--- src/rtl/dcd_pkg.sv ---
// Package: shared types and register addresses for the duty-cycle divider.
// Assumes a one-bit register address space with two registers.
package dcd_pkg;

    // Register addresses on the write port
    localparam logic ADDR_LENGTHS = 1'b0;
    localparam logic ADDR_MODE    = 1'b1;

    // Mode flags held in the upper nibble of the mode register
    typedef struct packed {
        logic bypass;    // route input clock to output
        logic nosync;    // ignore the chip-level sync
        logic force_hi;  // hold output high (needs nosync)
        logic start_hi;  // level taken on sync restart
    } dcd_mode_t;

endpackage

--- src/rtl/dcd_cfg_regs.sv ---
// Module: configuration registers of the divider.
// Holds the two phase-length fields, the offset field and the mode flags.
// Writes land on the rising edge where wr_en_i is high and are visible the
// following cycle. Assumes OFS_W <= 2*CNT_W - 4 so the offset fits below
// the mode flags in the mode register.
module dcd_cfg_regs
    import dcd_pkg::*;
#(
    parameter int unsigned CNT_W = 4,
    parameter int unsigned OFS_W = 4
) (
    input  logic                  clk_i,
    input  logic                  rst_ni,
    input  logic                  wr_en_i,
    input  logic                  wr_addr_i,
    input  logic [2*CNT_W-1:0]    wr_data_i,
    output logic [CNT_W-1:0]      low_len_o,
    output logic [CNT_W-1:0]      high_len_o,
    output logic [OFS_W-1:0]      ofs_o,
    output dcd_mode_t             mode_o
);

    localparam int unsigned DATA_W = 2 * CNT_W;

    // Register write with synchronous active-low clear
    always_ff @(posedge clk_i) begin
        if (!rst_ni) begin
            low_len_o  <= '0;
            high_len_o <= '0;
            ofs_o      <= '0;
            mode_o     <= '0;
        end else if (wr_en_i) begin
            if (wr_addr_i == ADDR_LENGTHS) begin
                low_len_o  <= wr_data_i[DATA_W-1:CNT_W];
                high_len_o <= wr_data_i[CNT_W-1:0];
            end else begin
                mode_o.bypass   <= wr_data_i[DATA_W-1];
                mode_o.nosync   <= wr_data_i[DATA_W-2];
                mode_o.force_hi <= wr_data_i[DATA_W-3];
                mode_o.start_hi <= wr_data_i[DATA_W-4];
                ofs_o           <= wr_data_i[OFS_W-1:0];
            end
        end
    end

endmodule

--- src/rtl/dcd_phase_engine.sv ---
// Module: phase counter and level register of the divider.
// A single down-counter times the phase in progress. When it reaches zero
// the level flips and the length of the new phase is loaded. A sync restart
// loads offset plus start-phase length, so the offset extends only the first
// phase. Lengths are read only when a phase is loaded, so a mid-phase change
// applies from the next boundary.
module dcd_phase_engine #(
    parameter int unsigned CNT_W = 4,
    parameter int unsigned OFS_W = 4,
    parameter int unsigned REM_W = ((CNT_W > OFS_W) ? CNT_W : OFS_W) + 1
) (
    input  logic              clk_i,
    input  logic              rst_ni,
    input  logic              restart_i,
    input  logic              start_hi_i,
    input  logic [CNT_W-1:0]  low_len_i,
    input  logic [CNT_W-1:0]  high_len_i,
    input  logic [OFS_W-1:0]  ofs_i,
    output logic              lvl_o,
    output logic [REM_W-1:0]  rem_o
);

    logic [REM_W-1:0] first_len;
    logic [REM_W-1:0] next_len;

    // Length of the first phase after restart: offset plus start-phase field
    always_comb begin
        first_len = REM_W'(ofs_i) + (start_hi_i ? REM_W'(high_len_i) : REM_W'(low_len_i));
    end

    // Length of the phase entered at a boundary (opposite of current level)
    always_comb begin
        next_len = lvl_o ? REM_W'(low_len_i) : REM_W'(high_len_i);
    end

    // Phase timer and output level
    always_ff @(posedge clk_i) begin
        if (!rst_ni) begin
            lvl_o <= 1'b0;
            rem_o <= '0;
        end else if (restart_i) begin
            lvl_o <= start_hi_i;
            rem_o <= first_len;
        end else if (rem_o == '0) begin
            lvl_o <= ~lvl_o;
            rem_o <= next_len;
        end else begin
            rem_o <= rem_o - 1'b1;
        end
    end

endmodule

--- src/rtl/dcd_out_sel.sv ---
// Module: output selection of the divider.
// Bypass routes the input clock straight through. Otherwise force-high
// applies when sync is also ignored. Otherwise the divided level is used.
// Purely combinational; the bypass path carries the clock itself.
module dcd_out_sel
    import dcd_pkg::*;
(
    input  logic       clk_i,
    input  logic       lvl_i,
    input  dcd_mode_t  mode_i,
    output logic       div_o
);

    // Priority select: bypass, then force, then divided level
    always_comb begin
        if (mode_i.bypass) begin
            div_o = clk_i;
        end else if (mode_i.nosync && mode_i.force_hi) begin
            div_o = 1'b1;
        end else begin
            div_o = lvl_i;
        end
    end

endmodule

--- src/rtl/dcd_clock_divider.sv ---
// Module: top of the programmable duty-cycle clock divider.
// Joins the configuration registers, the phase engine and the output select.
// Assumes sync_i is synchronous to clk_i and reset is synchronous, active low.
module dcd_clock_divider
    import dcd_pkg::*;
#(
    parameter int unsigned CNT_W = 4,
    parameter int unsigned OFS_W = 4
) (
    input  logic               clk_i,
    input  logic               rst_ni,
    input  logic               wr_en_i,
    input  logic               wr_addr_i,
    input  logic [2*CNT_W-1:0] wr_data_i,
    input  logic               sync_i,
    output logic               div_o
);

    localparam int unsigned REM_W = ((CNT_W > OFS_W) ? CNT_W : OFS_W) + 1;

    logic [CNT_W-1:0] low_len;
    logic [CNT_W-1:0] high_len;
    logic [OFS_W-1:0] ofs;
    dcd_mode_t        mode;
    logic             restart;
    logic             gen_lvl;
    logic [REM_W-1:0] rem_q;

    // Sync restarts the divider unless this instance ignores it
    always_comb begin
        restart = sync_i && !mode.nosync;
    end

    dcd_cfg_regs #(
        .CNT_W (CNT_W),
        .OFS_W (OFS_W)
    ) cfg_i (
        .clk_i      (clk_i),
        .rst_ni     (rst_ni),
        .wr_en_i    (wr_en_i),
        .wr_addr_i  (wr_addr_i),
        .wr_data_i  (wr_data_i),
        .low_len_o  (low_len),
        .high_len_o (high_len),
        .ofs_o      (ofs),
        .mode_o     (mode)
    );

    dcd_phase_engine #(
        .CNT_W (CNT_W),
        .OFS_W (OFS_W),
        .REM_W (REM_W)
    ) eng_i (
        .clk_i      (clk_i),
        .rst_ni     (rst_ni),
        .restart_i  (restart),
        .start_hi_i (mode.start_hi),
        .low_len_i  (low_len),
        .high_len_i (high_len),
        .ofs_i      (ofs),
        .lvl_o      (gen_lvl),
        .rem_o      (rem_q)
    );

    dcd_out_sel sel_i (
        .clk_i  (clk_i),
        .lvl_i  (gen_lvl),
        .mode_i (mode),
        .div_o  (div_o)
    );

endmodule

--- config.mk ---
export PLATFORM = sky130hd
export DESIGN_NAME = dcd_clock_divider
export DESIGN_NICKNAME = d
export VERILOG_FILES = /design/src/rtl/dcd_pkg.sv /design/src/rtl/dcd_cfg_regs.sv /design/src/rtl/dcd_phase_engine.sv /design/src/rtl/dcd_out_sel.sv /design/src/rtl/dcd_clock_divider.sv
export SDC_FILE = /design/constraint.sdc
export NUM_CORES = 1
export LEC_CHECK = 0
export ABC_CLOCK_PERIOD_IN_PS = 1900
export BUFFER_PORTS_ARGS = -buffer_cell sky130_fd_sc_hd__buf_2
export CORE_ASPECT_RATIO = 1.1
export CORE_UTILIZATION = 30
export DETAILED_ROUTE_END_ITERATION = 8
export MAX_ROUTING_LAYER = met4
export SYNTH_ARGS = -nofsm -noshare
export SYNTH_HDL_FRONTEND = slang
export SYNTH_SLANG_ARGS = --single-unit
--- constraint.sdc ---
create_clock -name clk_i -period 1.9 [get_ports clk_i]
set_input_delay 0.19 -clock clk_i [delete_from_list [all_inputs] [get_ports clk_i]]
set_output_delay 0.19 -clock clk_i [all_outputs]
set_load 0.005 [all_outputs]
## Word level (Yosys, flattened, before mapping)

Index checks and enable logic that the tools add are counted.

| storage, ports and cells | value |
|---|---|
| register bits after elaboration | 22 |
| bits in latches | 0 |
| memory bits (writable) | 0 |
| ROM bits | 0 |
| output and inout bits | 1 |
| word-level logic and storage cells | 28 |
| memories kept | 0 |

| cells by class | value |
|---|---|
| $add $sub $neg | 2 |
| multipliers | 0 |
| divide/modulo/power cells | 0 |
| magnitude comparators | 0 |
| equality and inequality tests | 0 |
| shift-type cells | 0 |
| multiplexer cells | 8 |
| bitwise logic cells | 2 |
| reductions and logical operators | 7 |

Operators with widths:

| operator | count |
|---|---|
| 2-to-1 mux 5 bit | 2 |
| 2-to-1 mux 4 bit | 2 |
| adder 4 x 5 -> 5 bit | 1 |
| zero test 5 bit | 1 |
| subtractor 5 x 1 -> 5 bit (second input constant) | 1 |
| 2-to-1 mux 1 bit | 4 |
| AND reduction 2 bit | 2 |
| logical AND 1 bit | 2 |
| NOT 1 bit | 2 |
| nonzero test 2 bit | 1 |
| zero test 1 bit | 1 |

## Depth between registers and ports, before layout

| depth | value |
|---|---|
| depth after elaboration | 3 |
| mapped depth | 8 |
| depth with buffers taken out | 7 |

## Cells and area by module

A second synthesis with hierarchy kept.

| unflattened totals | value |
|---|---|
| cell total of the unflattened synthesis | 127 |
| area total of the unflattened synthesis | 1216.2 um^2 |

Modules (own cells, without submodules):

| module | instances | cells each | area each (um^2) | sequential area each (um^2) |
|---|---|---|---|---|
| dcd_cfg_regs | 1 | 62 | 620.6 | 320.3 |
| dcd_phase_engine | 1 | 61 | 560.5 | 120.1 |
| dcd_out_sel | 1 | 3 | 21.3 | 0.0 |
| dcd_clock_divider | 1 | 1 | 13.8 | 0.0 |

==> results.cfg <==
[worst_setup_path]
critPathMaxFanout = 6
worstPathRequired_ns = 2.19
startpoint_of_the_most_critical_register_to_register_path = cfg_i.mode_o[0]
setup.worst_path.end_class = register
slowest_stage = sky130_fd_sc_hd__a2111o_1
timing.setup.critical_path_class = register to register
worst-path-buf-inv = 1
reg_to_reg_endpoint = eng_i.rem_o[3]
path_cells = mux2i_1 -> inv_1 -> ha_1 -> a21o_1 -> a2111o_1 -> o221ai_2
critPathMaxStageDelay_ns = 0.43
critPathTopFamily = compound AO/OA/AOI/OAI gates
worstPathArrival_ns = 2.12
worst_r2r_path_depth = 6
crit_start = cfg_i.mode_o[0]
critical_path.startpoint_type = register
crit_path_end = eng_i.rem_o[3]
timing.critical_path.depth = 6
timing.reg2reg.setup_slack_ns = 0.08

[flow_run]
total_of_max_cap_violations = 0

[power]
cellPowerDensity_nw_per_um2 = 933.6
power.static_leakage_uw = 0.0005561
max-vdd-ir-drop_uv = 472.6

[status]
outcome = complete, no violations

[routing]
dr.first_iter.drc_count = 18
drt.antenna.violating_nets = 0
route.detailed.drc = 0
detail_route.wirelength_mm = 2.443
viasPerCell = 4.948
post_drt_wl_per_cell_um = 12.72
routed_vias = 950
dr.pass1.iters = 4

[clocking]
cts.reportedPaths.clkPinSlew_ns = 0.07
post-cts-setup-buffers = 0
worstSkewPairLatency_ns = 0.36
cts.hold.buffers_added = 0
tritoncts = built

[die]
die_area_um2 = 4162
die_w_um = 61.61
fp.coreArea_um2 = 3684
die_h_um = 67.57
start_util = 0.3183
pin_count = 14
placement_rows = 23

[placed_design]
gpl.final_weighted_congestion = 0.8161
detailedPlacementHpwl_mm = 1.862
port_buffers = 13
place_worst_setup_slack_ns = 0.009755
post_detailed_placement_cell_area_um2 = 1277

[sta]
final.setup_skew_ns = 0.001038
post-route-min-period_ns = 1.824
worst_pin_slew_ns = 0.4315
layout_setup_ws_ns = 0.07580
post-route-period-util = 0.9601
fmax_mhz = 548.2
finalMaxSlewViolations = 0
finalHoldViolCount = 0
setup-violations-final = 0
maxSlewHeadroom = 0.7124

[hold_path]
hold_depth = 3
worst_hold_class = input port to register

[cells_and_area]
drive_above_1_share = 0.2535
layout-area-overhead-vs-synth_pct = 16.76
fin_area_um2 = 1369
nNetsFinal = 163
n_antenna_cell = 0

[logic_synthesis]
ys_dominant_reg_cell = sky130_fd_sc_hd__dfxtp_1
synth.yosys.warnings = 0
leading_post_synthesis_cells_by_cell_area = sky130_fd_sc_hd__dfxtp_1, sky130_fd_sc_hd__mux2i_1, sky130_fd_sc_hd__mux2_2
asyncSetResetFlopFracSynth = 0
ys_seq_area_frac = 0.3757
synthDominantAreaCellType = sky130_fd_sc_hd__dfxtp_1
postSynthCellCount = 129
syn-mean-instance-area_um2 = 9.088
cell_with_the_most_instances_after_synthesis = sky130_fd_sc_hd__dfxtp_1
yosys-top-cells-count = sky130_fd_sc_hd__dfxtp_1, sky130_fd_sc_hd__nand2_1, sky130_fd_sc_hd__a21oi_1
mappedNetlistNets = 148
synth-edff-count = 0
syn_area_um2 = 1172
share_of_yosys_cell_area_claimed_by_the_top_area_cell_type = 0.3757
netlist-cell-type-count = 35
synthesis_stage_register_bit_count = 22

[global_routing]
maximum_number_of_pins_on_one_net_before_global_route_repair = 20
grt_util_all_layers = 0.1419
gr-total-overflow = 0
grt_antenna_before_repair = 0
via_count_of_the_first_global_routing_pass = 954
global_route_wire_length_before_repair_mm = 4.167
## worst min path at each step
stage	slack, ns	end	start
floorplan	0.30	div_o	clk_i
global placement	0.37	div_o	clk_i
detailed placement	0.37	div_o	clk_i
CTS	0.07	cfg_i.high_len_o[1]	wr_data_i[1]
global route	0.08	cfg_i.high_len_o[2]	wr_data_i[2]
finish	0.08	cfg_i.high_len_o[1]	wr_data_i[1]
## tightest hold or removal path, cell delays in order
cell,delay [ns]
sky130_fd_sc_hd__buf_2,0.09
sky130_fd_sc_hd__mux2i_1,0.06
sky130_fd_sc_hd__nor2_1,0.07
## sequential cells by signal, summed over array words and instances, names as in the netlist
name              cells
eng_i.rem_o           5
eng_i.lvl_o           1
cfg_i.mode_o          4
cfg_i.ofs_o           4
cfg_i.low_len_o       4
cfg_i.high_len_o      4
## cell usage in the layout (no fill, tap or decap), types with 2 or more instances in the layout
cell,n
sky130_fd_sc_hd__inv_1,6
sky130_fd_sc_hd__buf_2,13
sky130_fd_sc_hd__or3_1,2
sky130_fd_sc_hd__clkbuf_8,6
sky130_fd_sc_hd__o21ai_0,3
sky130_fd_sc_hd__nor2_1,10
sky130_fd_sc_hd__nand2_1,13
sky130_fd_sc_hd__nand2b_1,2
sky130_fd_sc_hd__mux2i_1,10
sky130_fd_sc_hd__a21oi_1,12
sky130_fd_sc_hd__ha_1,5
sky130_fd_sc_hd__nor2b_1,3
sky130_fd_sc_hd__mux2_2,6
sky130_fd_sc_hd__dfxtp_1,21
sky130_fd_sc_hd__nand3_1,8
## through the flow
| stage | TNS (ns) | std cells | hold slack, ns | power (uW) | utilization |
|---|---|---|---|---|---|
| 4_1_cts | -0.0006770 | 192 | 0.06984 | 1297 | 0.3692 |
| 3_3_place_gp | 0 | 186 | 0.3681 | 840.9 | 0.3468 |
| 5_1_grt | -0.02819 | 192 | 0.08395 | 1360 | 0.3716 |
| 6_report | 0 | 192 | 0.07616 | 1278 | 0.3716 |
| 3_5_place_dp | 0 | 186 | 0.3681 | 845.8 | 0.3468 |
| 2_1_floorplan | 0 | 129 | 0.2981 | 780.1 | - |
## cells by family (layout without fill, tap and decap cells)
family	after synthesis	in the layout	share of synthesized area
buffers and inverters	14	27	0.04801
AND/OR/NAND/NOR	43	43	0.1921
AO/OA/AOI/OAI	26	26	0.1558
multiplexers	16	16	0.1430
flip-flops	22	22	0.3757
adder cells (fa/ha/maj)	6	6	0.07044
XOR/XNOR	2	2	0.01494
## power breakdown
part | leakage, uW | internal [uW] | switching [uW] | total (uW)
combinational | 0.000325 | 149 | 126 | 275
sequential | 0.000181 | 499 | 49.8 | 549
clock | 0.0000504 | 280 | 174 | 454
total | 0.000556 | 928 | 350 | 1280
## metal layers
| metal | up-vias | global-route usage | share of wire |
|---|---|---|---|
| met1 | 438 | 0.1694 | 0.47 |
| met3 | 5 | 0.03257 | 0.038 |
| met4 | 0 | 0.08333 | 0.018 |
| li1 | 484 | - | - |
| met2 | 23 | 0.2151 | 0.47 |
| met5 | - | - | 0 |
## cell type report
class	count	area, um2
Tap cell	50	62.56
Clock buffer	7	87.58
Fill cell	412	2315
Sequential cell	22	444.2
Multi-Input combinational cell	93	680.7
Inverter	7	26.28
Timing Repair Buffer	13	67.56
## timing repair
item	in CTS	in global routing
resized for setup	0	4
pin swaps	0	1
setup endpoints to repair	1	4
No activity file was read; power rests on OpenSTA's default activity.
